==> src/rtl/irqb_pkg.sv <==
// Shared register offsets of the interrupt steering bank.
// Assumes byte offsets with 32-bit aligned registers.
package irqb_pkg;
    localparam int OFS_FIQ_VIEW  = 'h08;
    localparam int OFS_FRC       = 'h14;
    localparam int OFS_FRC_SET   = 'h18;
    localparam int OFS_FRC_CLR   = 'h1C;
    localparam int OFS_TGT_BASE  = 'h20;
    localparam int TGT_STRIDE    = 'h10;
    localparam int REL_EN        = 'h0;
    localparam int REL_SET       = 'h4;
    localparam int REL_CLR       = 'h8;
    localparam int REL_CLS       = 'hC;
    localparam int NUM_TGT       = 2;   // 0: CPU, 1: coprocessor

    // Offset of register 'rel' of target 't'.
    function automatic int tgt_ofs(input int t, input int rel);
        return OFS_TGT_BASE + TGT_STRIDE * t + rel;
    endfunction
endpackage

==> src/rtl/irqb_mask_reg.sv <==
// Mask register with whole-word load and write-one-to-set / clear aliases.
// Assumes at most one strobe is high per cycle (the decoder ensures this).
module irqb_mask_reg #(
    parameter int W = 32
) (
    input  logic         clk,
    input  logic         rst_n,
    input  logic         load_stb,
    input  logic         set_stb,
    input  logic         clr_stb,
    input  logic [W-1:0] wdata,
    output logic [W-1:0] q
);
    // Update the mask from whichever access strobe is active.
    always_ff @(posedge clk) begin
        if (!rst_n)        q <= '0;
        else if (load_stb) q <= wdata;
        else if (set_stb)  q <= q | wdata;
        else if (clr_stb)  q <= q & ~wdata;
    end
endmodule

==> src/rtl/irqb_target_route.sv <==
// Gates pending lines with one target's enable mask and splits them into
// registered normal / fast requests by class bit. Assumes level inputs.
module irqb_target_route #(
    parameter int W = 32
) (
    input  logic         clk,
    input  logic         rst_n,
    input  logic [W-1:0] pending,
    input  logic [W-1:0] enable,
    input  logic [W-1:0] cls,
    output logic         irq_o,
    output logic         fiq_o
);
    logic [W-1:0] live;

    // Lines that are both pending and enabled for this target.
    always_comb live = pending & enable;

    // Register the OR-reduced requests of each class.
    always_ff @(posedge clk) begin
        if (!rst_n) begin
            irq_o <= 1'b0;
            fiq_o <= 1'b0;
        end else begin
            irq_o <= |(live & ~cls);
            fiq_o <= |(live & cls);
        end
    end
endmodule

==> src/rtl/irqb_bank.sv <==
// One bank of the interrupt steering controller: force register, per-target
// enable and class registers, register decode and request outputs.
// Assumes a single-cycle bus: writes taken at the rising edge, reads combinational.
module irqb_bank
    import irqb_pkg::*;
#(
    parameter int LINES  = 32,
    parameter int ADDR_W = 8
) (
    input  logic              clk,
    input  logic              rst_n,
    input  logic [LINES-1:0]  irq_in,
    input  logic              bus_wr,
    input  logic [ADDR_W-1:0] bus_addr,
    input  logic [LINES-1:0]  bus_wdata,
    output logic [LINES-1:0]  bus_rdata,
    output logic              cpu_irq,
    output logic              cpu_fiq,
    output logic              cop_irq,
    output logic              cop_fiq
);
    logic [LINES-1:0]              frc_q;
    logic [LINES-1:0]              pending;
    logic [LINES-1:0]              fiq_view;
    logic [NUM_TGT-1:0][LINES-1:0] en_q;
    logic [NUM_TGT-1:0][LINES-1:0] cls_q;
    logic [NUM_TGT-1:0]            irq_o;
    logic [NUM_TGT-1:0]            fiq_o;

    // Force register strobes from the two alias offsets.
    logic frc_set_stb, frc_clr_stb;
    always_comb begin
        frc_set_stb = bus_wr && (bus_addr == ADDR_W'(OFS_FRC_SET));
        frc_clr_stb = bus_wr && (bus_addr == ADDR_W'(OFS_FRC_CLR));
    end

    irqb_mask_reg #(.W(LINES)) u_frc (
        .clk      (clk),
        .rst_n    (rst_n),
        .load_stb (1'b0),
        .set_stb  (frc_set_stb),
        .clr_stb  (frc_clr_stb),
        .wdata    (bus_wdata),
        .q        (frc_q)
    );

    // Pending lines combine the external levels and the forced bits.
    always_comb pending = irq_in | frc_q;

    // Fast-classified live lines of the CPU target, for the read-only view.
    always_comb fiq_view = pending & en_q[0] & cls_q[0];

    // One enable mask, class register and router per target.
    for (genvar t = 0; t < NUM_TGT; t++) begin : g_tgt
        logic en_set_stb, en_clr_stb, cls_load_stb;

        // Decode this target's alias and class offsets.
        always_comb begin
            en_set_stb   = bus_wr && (bus_addr == ADDR_W'(tgt_ofs(t, REL_SET)));
            en_clr_stb   = bus_wr && (bus_addr == ADDR_W'(tgt_ofs(t, REL_CLR)));
            cls_load_stb = bus_wr && (bus_addr == ADDR_W'(tgt_ofs(t, REL_CLS)));
        end

        irqb_mask_reg #(.W(LINES)) u_en (
            .clk      (clk),
            .rst_n    (rst_n),
            .load_stb (1'b0),
            .set_stb  (en_set_stb),
            .clr_stb  (en_clr_stb),
            .wdata    (bus_wdata),
            .q        (en_q[t])
        );

        irqb_mask_reg #(.W(LINES)) u_cls (
            .clk      (clk),
            .rst_n    (rst_n),
            .load_stb (cls_load_stb),
            .set_stb  (1'b0),
            .clr_stb  (1'b0),
            .wdata    (bus_wdata),
            .q        (cls_q[t])
        );

        irqb_target_route #(.W(LINES)) u_route (
            .clk     (clk),
            .rst_n   (rst_n),
            .pending (pending),
            .enable  (en_q[t]),
            .cls     (cls_q[t]),
            .irq_o   (irq_o[t]),
            .fiq_o   (fiq_o[t])
        );
    end

    // Read multiplexer; unmapped offsets return zero.
    always_comb begin
        bus_rdata = '0;
        if (bus_addr == ADDR_W'(OFS_FIQ_VIEW))
            bus_rdata = fiq_view;
        if (bus_addr == ADDR_W'(OFS_FRC) || bus_addr == ADDR_W'(OFS_FRC_SET) ||
            bus_addr == ADDR_W'(OFS_FRC_CLR))
            bus_rdata = frc_q;
        for (int t = 0; t < NUM_TGT; t++) begin
            if (bus_addr == ADDR_W'(tgt_ofs(t, REL_EN))  ||
                bus_addr == ADDR_W'(tgt_ofs(t, REL_SET)) ||
                bus_addr == ADDR_W'(tgt_ofs(t, REL_CLR)))
                bus_rdata = en_q[t];
            if (bus_addr == ADDR_W'(tgt_ofs(t, REL_CLS)))
                bus_rdata = cls_q[t];
        end
    end

    // Map the target-indexed requests onto named ports.
    always_comb begin
        cpu_irq = irq_o[0];
        cpu_fiq = fiq_o[0];
        cop_irq = irq_o[1];
        cop_fiq = fiq_o[1];
    end
endmodule

==> config.mk <==
export PLATFORM = sky130hd
export DESIGN_NAME = irqb_bank
export DESIGN_NICKNAME = d
export VERILOG_FILES = /design/src/rtl/irqb_pkg.sv /design/src/rtl/irqb_mask_reg.sv /design/src/rtl/irqb_target_route.sv /design/src/rtl/irqb_bank.sv
export SDC_FILE = /design/constraint.sdc
export NUM_CORES = 1
export LEC_CHECK = 0
export ABC_AREA = 1
export BUFFER_PORTS_ARGS = -buffer_cell sky130_fd_sc_hd__buf_2
export CAP_MARGIN = 30
export CORE_ASPECT_RATIO = 0.7
export CORE_MARGIN = 3
export CORE_UTILIZATION = 40
export CTS_BUF_LIST = sky130_fd_sc_hd__clkbuf_4 sky130_fd_sc_hd__clkbuf_8 sky130_fd_sc_hd__clkbuf_16
export DETAILED_ROUTE_END_ITERATION = 12
export GPL_TIMING_DRIVEN = 0
export PLACE_DENSITY = 0.63
export REMOVE_ABC_BUFFERS = 1
export SLEW_MARGIN = 20
export SYNTH_ARGS = -nofsm -noshare
export SYNTH_HDL_FRONTEND = slang
export SYNTH_SLANG_ARGS = --single-unit
==> constraint.sdc <==
create_clock -name clk -period 3 [get_ports clk]
set_input_delay 0.45 -clock clk [delete_from_list [all_inputs] [get_ports clk]]
set_output_delay 0.45 -clock clk [all_outputs]
set_load 0.05 [all_outputs]
==> run summary <==
Summed over all failing endpoints, the final setup total negative slack is 0 ps. The first global-routing pass estimated 46700 um of wire. The number of global-route vias before repair is 8588, and the placed cell area is 9860 sq um.

In this run the clock root is driven by a clkbuf_16. For this run, the top clock speed supported by timing is 346 MHz. The synthesized netlist devotes 0% of its cell area to XOR and XNOR gates. The worst-case IR drop observed on VDD is 467 uV. In this run the worst hold path is classified as in2reg. The run gives 8870 sq um as the post-synth design cell area. For the final database, setup skew stands at 9.46 ps. For this design, the sink count on the clock tree is 164. For this run, the number of Yosys warnings is 0.

TritonCTS built the clock tree. The leakage component of the power came out at 4.48 nW. The area growth from synthesis to layout is 18.6%. The gate count after technology mapping is 1396, and the post-DP HPWL is 19800 um. For the pin with the worst max-slew slack, the measured transition is 979 ps. Setup repair after global routing left no endpoint under its margin.

The mean post-synth cell area was 6.35 sq um. The detail route stage leaves a number of antenna-violating nets equal to 0. The run gives 0 as the count of endpoints failing hold in the final timing report.

STA classifies the critical path startpoint as an input pin. Kind of end point of the critical path: an output port. The clock reaches the later pin of the worst-skew pair after 440 ps. The run gives 4 as the number of H-tree levels.

The logs give 9668 for the total number of vias and 66 for the maximum number of pins on one net before global-route repair. The final number of setup-violating endpoints came out at 0. Summed over all layers, the global routing overflow is 0. Routability-driven placement finished with a final weighted congestion of 0.859. The period utilization works out to 96.4%.

The finished cells cover 10500 sq um. The compound-gate portion of the synthesized area was 18.5%. In this run the worst path has a maximum fanout of 18. The highest-delay cell along the critical path was nor2_4. The number of iterations in the first detailed-routing pass is 5, and the fraction of the mapped netlist area in simple logic gates is 34.8%. The total wire length came out at 30500 um.

The biggest area contributor in the post-synthesis netlist is dfxtp_1. For the number of antenna violations at the first check in global routing, the log shows 1. Traced cell by cell, the critical path runs through buf_2, nor2_2, o21ai_0, nor2_4, buf_16, nand2_1, nand3_1, nor2_1, nand3_1, buf_2.

The mean routed wirelength per cell works out to 17.3 um. Share of final-layout standard cells stronger than drive strength 1: 12.3%. After detailed routing, the number of remaining DRC violations is 0.

The largest family of logic cells by synthesized area is simple AND/OR/NAND/NOR gates. Buffers placed on the I/O ports in this run total 110. In this run the tightest slew margin relative to its limit is 34.5%. The run gives 2440 ps as the worst endpoint data arrival time. The die is 184 um wide. The DRC violation total after the first TritonRoute iteration was 920; the total core area was 21300 sq um. Of the synthesized area, sequential elements account for 37.0%. Number of maximum-capacitance violations: 0. For this design the ratio of total power to cell area is 466 nW/um^2. For the overall die area, the log shows 24000 sq um. The adder-cell area share of the yosys netlist works out to 0%.

In this run, synthesis produced a sequential element count of 164. From bottom edge to top edge, the die measures 131 um. Highest cell delay on the worst timing path: 540 ps.

After the last flow step, the layout net total stands at 1549. The run finished with clean final reports. Grouping stages by cell kind, the critical path spends the most delay in simple AND/OR/NAND/NOR gates. The buffer depth of the longest clock path is 2, and the area share of the largest cell type after synthesis is 37.0%. The clock period could shrink to 2890 ps.

The starting density of the core is 41.7%, and the count of pins over their slew limit is 0. For this design, the CTS-stage hold fixing added 0 buffers. Number of buffers created by CTS: 17. Global routing consumed, over all layers together, 25.0% of the routing resources.

The tools report the overall power of the completed layout as 4.90 mW. In the post-synthesis netlist, the biggest area contributors are dfxtp_1 37%, nand2_1 13%, nand3_1 11%. The fraction of synthesized area in multiplexers is 0%. The number of buffers and inverters on the critical path is 3. In the routed layout, each cell is associated on average with a via count of 5.48.

The floorplan has 44 rows. After clock tree synthesis, the clock-pin slew on the worst setup and hold paths is 70 ps. By startpoint and endpoint, the worst setup path is classified as in2out. At the worst endpoint, the required time is 2550 ps. Pin placement for this block handled 111 I/O pins.

For the count of cell types in the netlist, the log shows 23.
## cell type report
type                       count  area (sq um)
antenna                        1          2.50
inverter                     147           554
timing repair buffer         127           908
clock inverter                10           180
clock buffer                  21           462
tap                          276           345
fill                        2151         10700
sequential                   164          3280
multi-input combinational   1017          4780
## cell usage in the layout, fill, tap and decap left out, drive strengths merged
cell type / n
clkinv: 3
dfxtp: 164
nand3: 204
nor2: 115
nand2b: 29
clkbuf: 21
o21ai: 162
nor3: 4
diode: 1
nand3b: 24
clkinvlp: 2
bufinv: 5
a21oi: 165
nand2: 311
buf: 127
inv: 147
or2b: 3
## worst reg2reg max path, stage by stage (launching register included)
cell     delay (ps)
dfxtp_1         320
inv_1            50
nand2_1         100
nand3_1         100
nand2_1          60
nor2_1          270
nand2_1         100
nor2_1          190
a21oi_1         110
## cells in the mapped netlist
cell type    n
nor2_2       4
buf_4        9
nor2_1     108
nand2b_1    29
o21ai_0    162
nand3_2      1
nor3_4       1
nand2_2      1
nand3b_1    24
nand2_1    310
clkbuf_2     3
nand3_1    203
dfxtp_1    164
clkbuf_1    39
nor3_2       2
inv_1      142
buf_1        1
a21oi_1    165
nor2_4       3
buf_2       16
nor3_1       1
inv_2        5
or2b_1       3
## kinds of logic (layout without fill, tap and decap cells)
logic type | Yosys count | after routing
AND/OR/NAND/NOR | 690 | 690
AO/OA/AOI/OAI | 327 | 327
buffers and inverters | 215 | 305
flip-flops | 164 | 164
other | 0 | 1
## per-stage QoR
step                worst slack, ps  util (%)  cells  hold slack (ps)
detailed placement            -70.8      46.4   1729              483
finish                          109      49.5   1763              298
floorplan                      20.9         -   1328              463
CTS                            73.7      49.4   1760              290
global placement              -1980      44.5   1714              474
global route                   45.8      49.5   1762              293
## metal layers
layer	global-route usage [%]	routed length, um
met1	34.9	13700
met2	39.6	13300
met3	5.45	2980
met4	6.49	495
met5	0	7
## power breakdown
part | internal (mW) | total (mW) | switching [mW]
Sequential | 2.18 | 2.18 | 0.00285
Combinational | 0.0732 | 0.264 | 0.191
Clock | 1.52 | 2.45 | 0.936
## final timing paths
| path | slack, ps | end | depth (start not counted) | startpoint |
|---|---|---|---|---|
| setup / recovery | 110 | bus_rdata[13] | 10 | bus_addr[1] |
| setup reg to reg | 1540 | g_tgt[1].u_route.fiq_o | 8 | register |
| hold reg to reg | 490 | register | 2 | register |
| hold / removal | 300 | register | 3 | bus_wdata[15] |
## timing repair
item,in CTS,in global routing
resized for setup,0,0
setup endpoints to repair,0,2
buffers inserted,0,2
No activity file was read; power rests on OpenSTA's default activity.
